**src/rtl/tlb_pkg.sv**
```systemverilog
package tlb_pkg;

   localparam int unsigned TLB_DEF_ENTRIES = 16;
   localparam int unsigned TLB_DEF_VPN_W   = 20;
   localparam int unsigned TLB_DEF_PFN_W   = 20;
   localparam int unsigned TLB_DEF_ASID_W  = 8;
   localparam int unsigned TLB_DEF_OFF_W   = 12;

   // how a fill is committed in the current cycle
   typedef enum logic [1:0] {
      WR_NONE    = 2'd0,
      WR_REFRESH = 2'd1,
      WR_FREE    = 2'd2,
      WR_EVICT   = 2'd3
   } tlb_wr_e;

endpackage

```
**src/rtl/tlb_lowest_idx.sv**
```systemverilog
module tlb_lowest_idx #(
   parameter int unsigned N  = 16,
   parameter int unsigned IW = (N > 1) ? $clog2(N) : 1
) (
   input  logic [N-1:0]  req,
   output logic          any,
   output logic [IW-1:0] idx
);

   always_comb begin
      idx = '0;
      for (int i = N - 1; i >= 0; i--) begin
         if (req[i]) idx = IW'(i);
      end
   end

   assign any = |req;

endmodule

```
**src/rtl/tlb_cam.sv**
```systemverilog
module tlb_cam #(
   parameter int unsigned ENTRIES = 16,
   parameter int unsigned VPN_W   = 20,
   parameter int unsigned ASID_W  = 8,
   localparam int unsigned IDX_W  = $clog2(ENTRIES)
) (
   input  logic                             clk,
   input  logic                             rst,
   input  logic [ENTRIES-1:0]               valid,
   input  logic [ENTRIES-1:0][VPN_W-1:0]    tag_vpn,
   input  logic [ENTRIES-1:0][ASID_W-1:0]   tag_asid,
   input  logic [VPN_W-1:0]                 key_vpn,
   input  logic [ASID_W-1:0]                key_asid,
   output logic                             hit,
   output logic [IDX_W-1:0]                 hit_idx
);

   logic [ENTRIES-1:0] hit_vec;

   for (genvar e = 0; e < ENTRIES; e++) begin : g_cmp
      assign hit_vec[e] = valid[e] && (tag_vpn[e] == key_vpn) &&
                          (tag_asid[e] == key_asid);
   end

   tlb_lowest_idx #(.N(ENTRIES), .IW(IDX_W)) u_enc (
      .req (hit_vec),
      .any (hit),
      .idx (hit_idx)
   );

   // the in-place update on refill keeps every key resident at most once
   a_r5_unique_match: assert property (@(posedge clk) disable iff (rst)
      $onehot0(hit_vec))
      else $error("a_r5_unique_match");

endmodule

```
**src/rtl/tlb_victim.sv**
```systemverilog
module tlb_victim #(
   parameter int unsigned ENTRIES = 16,
   localparam int unsigned IDX_W  = $clog2(ENTRIES)
) (
   input  logic               clk,
   input  logic               rst,
   input  logic [ENTRIES-1:0] valid,
   input  logic               take,
   output logic               has_free,
   output logic [IDX_W-1:0]   victim_idx
);

   localparam logic [IDX_W-1:0] LAST = IDX_W'(ENTRIES - 1);

   logic [IDX_W-1:0] rr_ptr;
   logic [IDX_W-1:0] free_idx;

   tlb_lowest_idx #(.N(ENTRIES), .IW(IDX_W)) u_free (
      .req (~valid),
      .any (has_free),
      .idx (free_idx)
   );

   assign victim_idx = has_free ? free_idx : rr_ptr;

   always_ff @(posedge clk) begin
      if (rst) begin
         rr_ptr <= '0;
      end else if (take && !has_free) begin
         rr_ptr <= (rr_ptr == LAST) ? '0 : rr_ptr + 1'b1;
      end
   end

   // while any slot is free the chosen slot is one that holds nothing
   a_r4_prefer_free: assert property (@(posedge clk) disable iff (rst)
      has_free |-> !valid[victim_idx])
      else $error("a_r4_prefer_free");

   // the pointer moves only on a replacement
   a_r6_ptr_hold: assert property (@(posedge clk) disable iff (rst)
      !(take && !has_free) |=> $stable(rr_ptr))
      else $error("a_r6_ptr_hold");

endmodule

```
**src/rtl/asid_tlb.sv**
```systemverilog
module asid_tlb
   import tlb_pkg::*;
#(
   parameter int unsigned ENTRIES = TLB_DEF_ENTRIES,
   parameter int unsigned VPN_W   = TLB_DEF_VPN_W,
   parameter int unsigned PFN_W   = TLB_DEF_PFN_W,
   parameter int unsigned ASID_W  = TLB_DEF_ASID_W,
   parameter int unsigned OFF_W   = TLB_DEF_OFF_W,
   localparam int unsigned VA_W   = VPN_W + OFF_W,
   localparam int unsigned PA_W   = PFN_W + OFF_W,
   localparam int unsigned IDX_W  = $clog2(ENTRIES)
) (
   input  logic              clk,
   input  logic              rst,
   input  logic [VA_W-1:0]   lk_va,
   input  logic [ASID_W-1:0] lk_asid,
   output logic              lk_hit,
   output logic [PA_W-1:0]   lk_pa,
   input  logic              fill_en,
   input  logic [VPN_W-1:0]  fill_vpn,
   input  logic [ASID_W-1:0] fill_asid,
   input  logic [PFN_W-1:0]  fill_pfn,
   input  logic              flush_all,
   input  logic              flush_one,
   input  logic [ASID_W-1:0] flush_asid
);

   initial begin
      assert (ENTRIES >= 2) else $error("ENTRIES must be at least 2");
      assert (VPN_W >= 1 && PFN_W >= 1 && ASID_W >= 1 && OFF_W >= 1)
         else $error("field widths must be positive");
   end

   logic [ENTRIES-1:0]             valid;
   logic [ENTRIES-1:0][VPN_W-1:0]  tag_vpn;
   logic [ENTRIES-1:0][ASID_W-1:0] tag_asid;
   logic [ENTRIES-1:0][PFN_W-1:0]  tag_pfn;
   logic [ENTRIES-1:0]             fl_vec;

   logic             lk_hit_i;
   logic [IDX_W-1:0] lk_idx;
   logic             dup_hit;
   logic [IDX_W-1:0] dup_idx;
   logic             has_free;
   logic [IDX_W-1:0] victim_idx;
   logic             take;
   logic [IDX_W-1:0] wr_idx;
   tlb_wr_e          wr_kind;

   // lookup search
   tlb_cam #(.ENTRIES(ENTRIES), .VPN_W(VPN_W), .ASID_W(ASID_W)) u_lk_cam (
      .clk      (clk),
      .rst      (rst),
      .valid    (valid),
      .tag_vpn  (tag_vpn),
      .tag_asid (tag_asid),
      .key_vpn  (lk_va[VA_W-1:OFF_W]),
      .key_asid (lk_asid),
      .hit      (lk_hit_i),
      .hit_idx  (lk_idx)
   );

   // search for a resident copy of the fill key
   tlb_cam #(.ENTRIES(ENTRIES), .VPN_W(VPN_W), .ASID_W(ASID_W)) u_fill_cam (
      .clk      (clk),
      .rst      (rst),
      .valid    (valid),
      .tag_vpn  (tag_vpn),
      .tag_asid (tag_asid),
      .key_vpn  (fill_vpn),
      .key_asid (fill_asid),
      .hit      (dup_hit),
      .hit_idx  (dup_idx)
   );

   tlb_victim #(.ENTRIES(ENTRIES)) u_victim (
      .clk        (clk),
      .rst        (rst),
      .valid      (valid),
      .take       (take),
      .has_free   (has_free),
      .victim_idx (victim_idx)
   );

   for (genvar e = 0; e < ENTRIES; e++) begin : g_flm
      assign fl_vec[e] = (tag_asid[e] == flush_asid);
   end

   always_comb begin
      if (!fill_en || flush_all || flush_one) wr_kind = WR_NONE;
      else if (dup_hit)                        wr_kind = WR_REFRESH;
      else if (has_free)                       wr_kind = WR_FREE;
      else                                     wr_kind = WR_EVICT;
   end

   assign take   = (wr_kind == WR_FREE) || (wr_kind == WR_EVICT);
   assign wr_idx = dup_hit ? dup_idx : victim_idx;

   always_ff @(posedge clk) begin
      if (rst) begin
         valid <= '0;
      end else if (flush_all) begin
         valid <= '0;
      end else if (flush_one) begin
         valid <= valid & ~fl_vec;
      end else if (wr_kind != WR_NONE) begin
         valid[wr_idx] <= 1'b1;
      end
   end

   always_ff @(posedge clk) begin
      if (wr_kind != WR_NONE) begin
         tag_vpn[wr_idx]  <= fill_vpn;
         tag_asid[wr_idx] <= fill_asid;
         tag_pfn[wr_idx]  <= fill_pfn;
      end
   end

   assign lk_hit = lk_hit_i;
   assign lk_pa  = lk_hit_i ? {tag_pfn[lk_idx], lk_va[OFF_W-1:0]} : '0;

   // the cycle after reset is released, nothing is resident
   a_r1_empty_after_reset: assert property (@(posedge clk) disable iff (rst)
      $past(rst) |-> (valid == '0))
      else $error("a_r1_empty_after_reset");

   // the offset passes through untouched on a hit
   a_r2_offset_kept: assert property (@(posedge clk) disable iff (rst)
      lk_hit |-> (lk_pa[OFF_W-1:0] == lk_va[OFF_W-1:0]))
      else $error("a_r2_offset_kept");

   // a miss drives a zero address
   a_r3_miss_zero: assert property (@(posedge clk) disable iff (rst)
      !lk_hit |-> (lk_pa == '0))
      else $error("a_r3_miss_zero");

   // a global flush leaves nothing valid
   a_r7_flush_all_empty: assert property (@(posedge clk) disable iff (rst)
      flush_all |=> (valid == '0))
      else $error("a_r7_flush_all_empty");

   // no entry of the flushed identifier survives
   a_r8_asid_gone: assert property (@(posedge clk) disable iff (rst)
      (flush_one && !flush_all) |=> ((valid & $past(fl_vec)) == '0))
      else $error("a_r8_asid_gone");

   // a fill in a flush cycle writes no tag
   a_r9_flush_blocks_fill: assert property (@(posedge clk) disable iff (rst)
      (fill_en && (flush_all || flush_one)) |=>
         ($stable(tag_vpn) && $stable(tag_asid) && $stable(tag_pfn)))
      else $error("a_r9_flush_blocks_fill");

endmodule

```
**config.mk**
```make
export PLATFORM = sky130hd
export DESIGN_NAME = asid_tlb
export DESIGN_NICKNAME = d
export VERILOG_FILES = /design/src/rtl/tlb_pkg.sv /design/src/rtl/tlb_lowest_idx.sv /design/src/rtl/tlb_cam.sv /design/src/rtl/tlb_victim.sv /design/src/rtl/asid_tlb.sv
export SDC_FILE = /design/constraint.sdc
export NUM_CORES = 1
export LEC_CHECK = 0
export ABC_AREA = 0
export BUFFER_PORTS_ARGS = -buffer_cell sky130_fd_sc_hd__buf_2
export CAP_MARGIN = 20
export CORE_AREA = 2 2 259 261
export CTS_BUF_LIST = sky130_fd_sc_hd__clkbuf_4 sky130_fd_sc_hd__clkbuf_8
export CTS_CLUSTER_DIAMETER = 150
export DETAILED_ROUTE_END_ITERATION = 8
export DIE_AREA = 0 0 261 263
export PLACE_DENSITY = 0.8
export SLEW_MARGIN = 20
export SYNTH_ARGS = -nofsm -noshare
export SYNTH_HDL_FRONTEND = slang
export SYNTH_SLANG_ARGS = --single-unit
```
**constraint.sdc**
```tcl
create_clock -name clk -period 9.24 [get_ports clk]
set_input_delay 1.848 -clock clk [delete_from_list [all_inputs] [get_ports clk]]
set_output_delay 1.848 -clock clk [all_outputs]
set_load 0.02 [all_outputs]
```
==> results.py <==
metrics = {
    "run_status": {
        "outcome": "finished, final reports clean",
    },
    "synth": {
        "yosys.area.top_type": "edfxtp_1",
        "synth_top_area_share_pct": 54.2,
        "ys_top_cells_by_area": "edfxtp_1 (54%), xnor2_1 (14%), xor2_1 (6.2%)",
        "synthFlopType": "edfxtp_1",
        "async_reset_ff_share_pct": 0,
        "synth_edf_count": 768,
        "yosysWarnings": 0,
        "syn_avg_cell_area_um2": 12.8,
        "synthCells": 3337,
        "ys_seq_area_share_pct": 55.1,
        "synth_nets": 3439,
        "netlist_area_um2": 42600,
        "synth.distinct_cells": 84,
        "yosysMostFrequentCell": "edfxtp_1",
        "ys_ff_latch": 788,
        "synth_common_cells": "edfxtp_1 (768), xnor2_1 (703), nand4_1 (312), xor2_1 (302), nor4_1 (154)",
    },
    "global_route": {
        "overflow": 0,
        "grt_pass1_vias": 32300,
        "antenna_found_initial": 4,
        "grt_max_degree": 67,
        "grt_usage_pct": 46.0,
        "grt_pass1_wl_um": 224000,
    },
    "die": {
        "coreArea_um2": 65600,
        "row_count": 94,
        "die_w_um": 261,
        "fp.dieH_um": 263,
        "die_area_um2": 68600,
        "ioPinCount": 134,
        "start_util_pct": 64.9,
    },
    "setup_path": {
        "cp.required_ns": 7.39,
        "crit_fanout": 17,
        "slowest_stage": "and2_1",
        "crit_top_cell": "buf_2",
        "end_kind": "primary output",
        "critPathKind": "in -> out",
        "path_cells": "buf_2, xor2_1, or2_1, nor4bb_1, a311oi_1, o2111a_1, a2111oi_2, a2bb2oi_4, and2_1, a21o_1, a21oi_1, o32a_1, buf_2",
        "crit_path_start_kind": "primary input",
        "crit_family": "compound AO/OA/AOI/OAI gates",
        "crit_arrival_ns": 6.58,
        "critPathMaxStageDelay_ns": 0.90,
        "crit_buf_inv": 2,
    },
    "routing": {
        "drt_iter0_markers": 5007,
        "num_vias": 32500,
        "wl_per_cell_um": 35.2,
        "via_per_inst": 7.24,
        "wl_um": 158000,
        "drtAntennaViolNets": 0,
        "drc": 0,
        "firstDrtPassIters": 6,
    },
    "power_and_ir_drop": {
        "pwr-share-clk_pct": 40.8,
        "switching_share_pct": 25.8,
        "p_seq_share_pct": 50.6,
        "power.density_nw_per_um2": 166,
        "power.internal_mw": 5.76,
        "p_leak_nw": 14.7,
        "ir_drop_v": 0.000199,
        "p_switching_mw": 2.01,
        "combPwrFrac_pct": 8.6,
    },
    "cts": {
        "cts.hold.buffers_added": 0,
        "cts_tree": "built",
        "cts_setup_buffers": 0,
        "clockBufferDepth": 3,
        "insertion_delay_ns": 0.81,
        "numCtsBuffers": 134,
        "cts_root_buf": "clkbuf_8",
        "cts_resized": 0,
        "path_clk_slew_ns": 0.06,
        "cts-htree-levels": 4,
        "cts.sinks": 788,
    },
    "timing": {
        "skew_ns": 0.0525,
        "max_slew_margin_pct": 19.1,
        "fin_crit_sh_pct": 91.2,
        "rsz0062_at_grt": "no",
        "layout_min_cycle_time_ns": 8.43,
        "worst_slack_ns": 0.813,
        "tightestPinTransition_ns": 1.21,
        "hold_ws_ns": 0.616,
        "hold_viol_final": 0,
        "fin_tns_setup_ns": 0,
        "setup_violations": 0,
        "fmax_mhz": 119,
        "maxSlewViolCount": 0,
    },
    "layout": {
        "syn_to_final_growth_pct": 10.2,
        "layout.cells.non_filler": 4495,
        "multi_input_area_um2": 18100,
        "regArea_um2": 23500,
        "drive_gt1_share_pct": 16.0,
        "nets": 3633,
        "num-fill-cells": 4386,
    },
    "placement": {
        "port_buffers": 133,
        "place_congestion": 1.10,
        "dp_slack_ns": 1.05,
        "place_inst": 4259,
        "dpl.hpwl_um": 105000,
    },
    "run": {
        "maxCapViolations": 0,
    },
    "hold_path": {
        "min_path_type": "reg -> reg",
    },
}
-- state kept, by name, summed over array words and instances, names as in the netlist --
register         cells
valid               16
tag_vpn            320
u_victim.rr_ptr      4
tag_asid           128
tag_pfn            320
-- final cells by class --
| cell class | instances | area share, % |
|---|---|---|
| diodes | 1 | 0.00533 |
| clock buffers | 176 | 4.62 |
| clock inverters | 59 | 0.995 |
| inverters | 33 | 0.264 |
| multi-input cells | 2330 | 38.5 |
| flip-flops and latches | 788 | 50.0 |
| well taps | 864 | 2.30 |
| repair buffers | 244 | 3.28 |
-- per-layer routing --
layer / up-vias / wire length [µm] / track usage [%]
li1: 13000 / - / -
met1: 15900 / 55000 / 58.4
met2: 2823 / 69900 / 68.9
met3: 797 / 20200 / 12.2
met4: 4 / 13300 / 32.1
met5: - / 25 / 0
-- kinds of logic after synthesis --
family / Yosys count / share of synthesized area (%)
XOR/XNOR: 1012 / 20.9
AND/OR/NAND/NOR: 892 / 12.2
flip-flops: 788 / 55.1
AO/OA/AOI/OAI: 267 / 5.12
buffers and inverters: 219 / 2.73
multiplexers: 158 / 3.90
adder cells (fa/ha/maj): 1 / 0.0294
-- worst min-delay path, stage by stage (launching register included) --
cell     delay [ns]
dfxtp_1        0.38
nand3_1        0.11
o31ai_1        0.07
-- per-stage QoR --
| step | utilization, % | cell area, µm² | power, mW |
|---|---|---|---|
| finish | 71.5 | 46900 | 7.77 |
| global route | 71.5 | 46900 | 7.93 |
| CTS | 71.5 | 46900 | 7.74 |
| detailed placement | 67.5 | 44300 | 4.64 |
| global placement | 67.5 | 44300 | 4.63 |
| floorplan | - | 42600 | 4.37 |
-- worst paths after layout --
check	cells past startpoint	startpoint	endpoint	slack [ns]
worst max-delay path	13	lk_va[23]	lk_pa[21]	0.81
worst min-delay path	2	valid[8]$_SDFFE_PP0P_	valid[8]$_SDFFE_PP0P_	0.62
worst max register to register	12	tag_asid[111]$_DFFE_PP_	tag_pfn[262]$_DFFE_PP_	3.73
worst min register to register	2	valid[8]$_SDFFE_PP0P_	valid[8]$_SDFFE_PP0P_	0.62
-- cell usage in the layout (no fill, tap or decap), drive strengths merged, types with 20 or more instances in the layout --
cell / synthesis / routed
nor2: 37 / 37
dfxtp: 20 / 20
clkinv: 0 / 44
nor2b: 26 / 26
nand2b: 36 / 36
nor3b: 23 / 23
nand3: 59 / 59
mux2i: 95 / 95
mux2: 63 / 63
nor4: 154 / 154
buf: 144 / 244
inv: 33 / 42
clkbuf: 42 / 176
nand4: 312 / 312
nor3: 36 / 36
xor2: 302 / 302
o21ai: 25 / 25
xnor2: 710 / 710
a21o: 20 / 20
edfxtp: 768 / 768
a21oi: 38 / 38
nand2: 133 / 133
-- power by group through the flow --
| stage | clock [mW] | sequential [mW] | combinational (mW) |
|---|---|---|---|
| finish | 3.17 | 3.93 | 0.671 |
| global route | 3.32 | 3.93 | 0.680 |
| CTS | 3.17 | 3.93 | 0.639 |
| detailed placement | 0 | 4.01 | 0.636 |
| global placement | 0 | 4.01 | 0.628 |
| floorplan | 0 | 4.01 | 0.362 |
No activity file was read; power rests on OpenSTA's default activity.
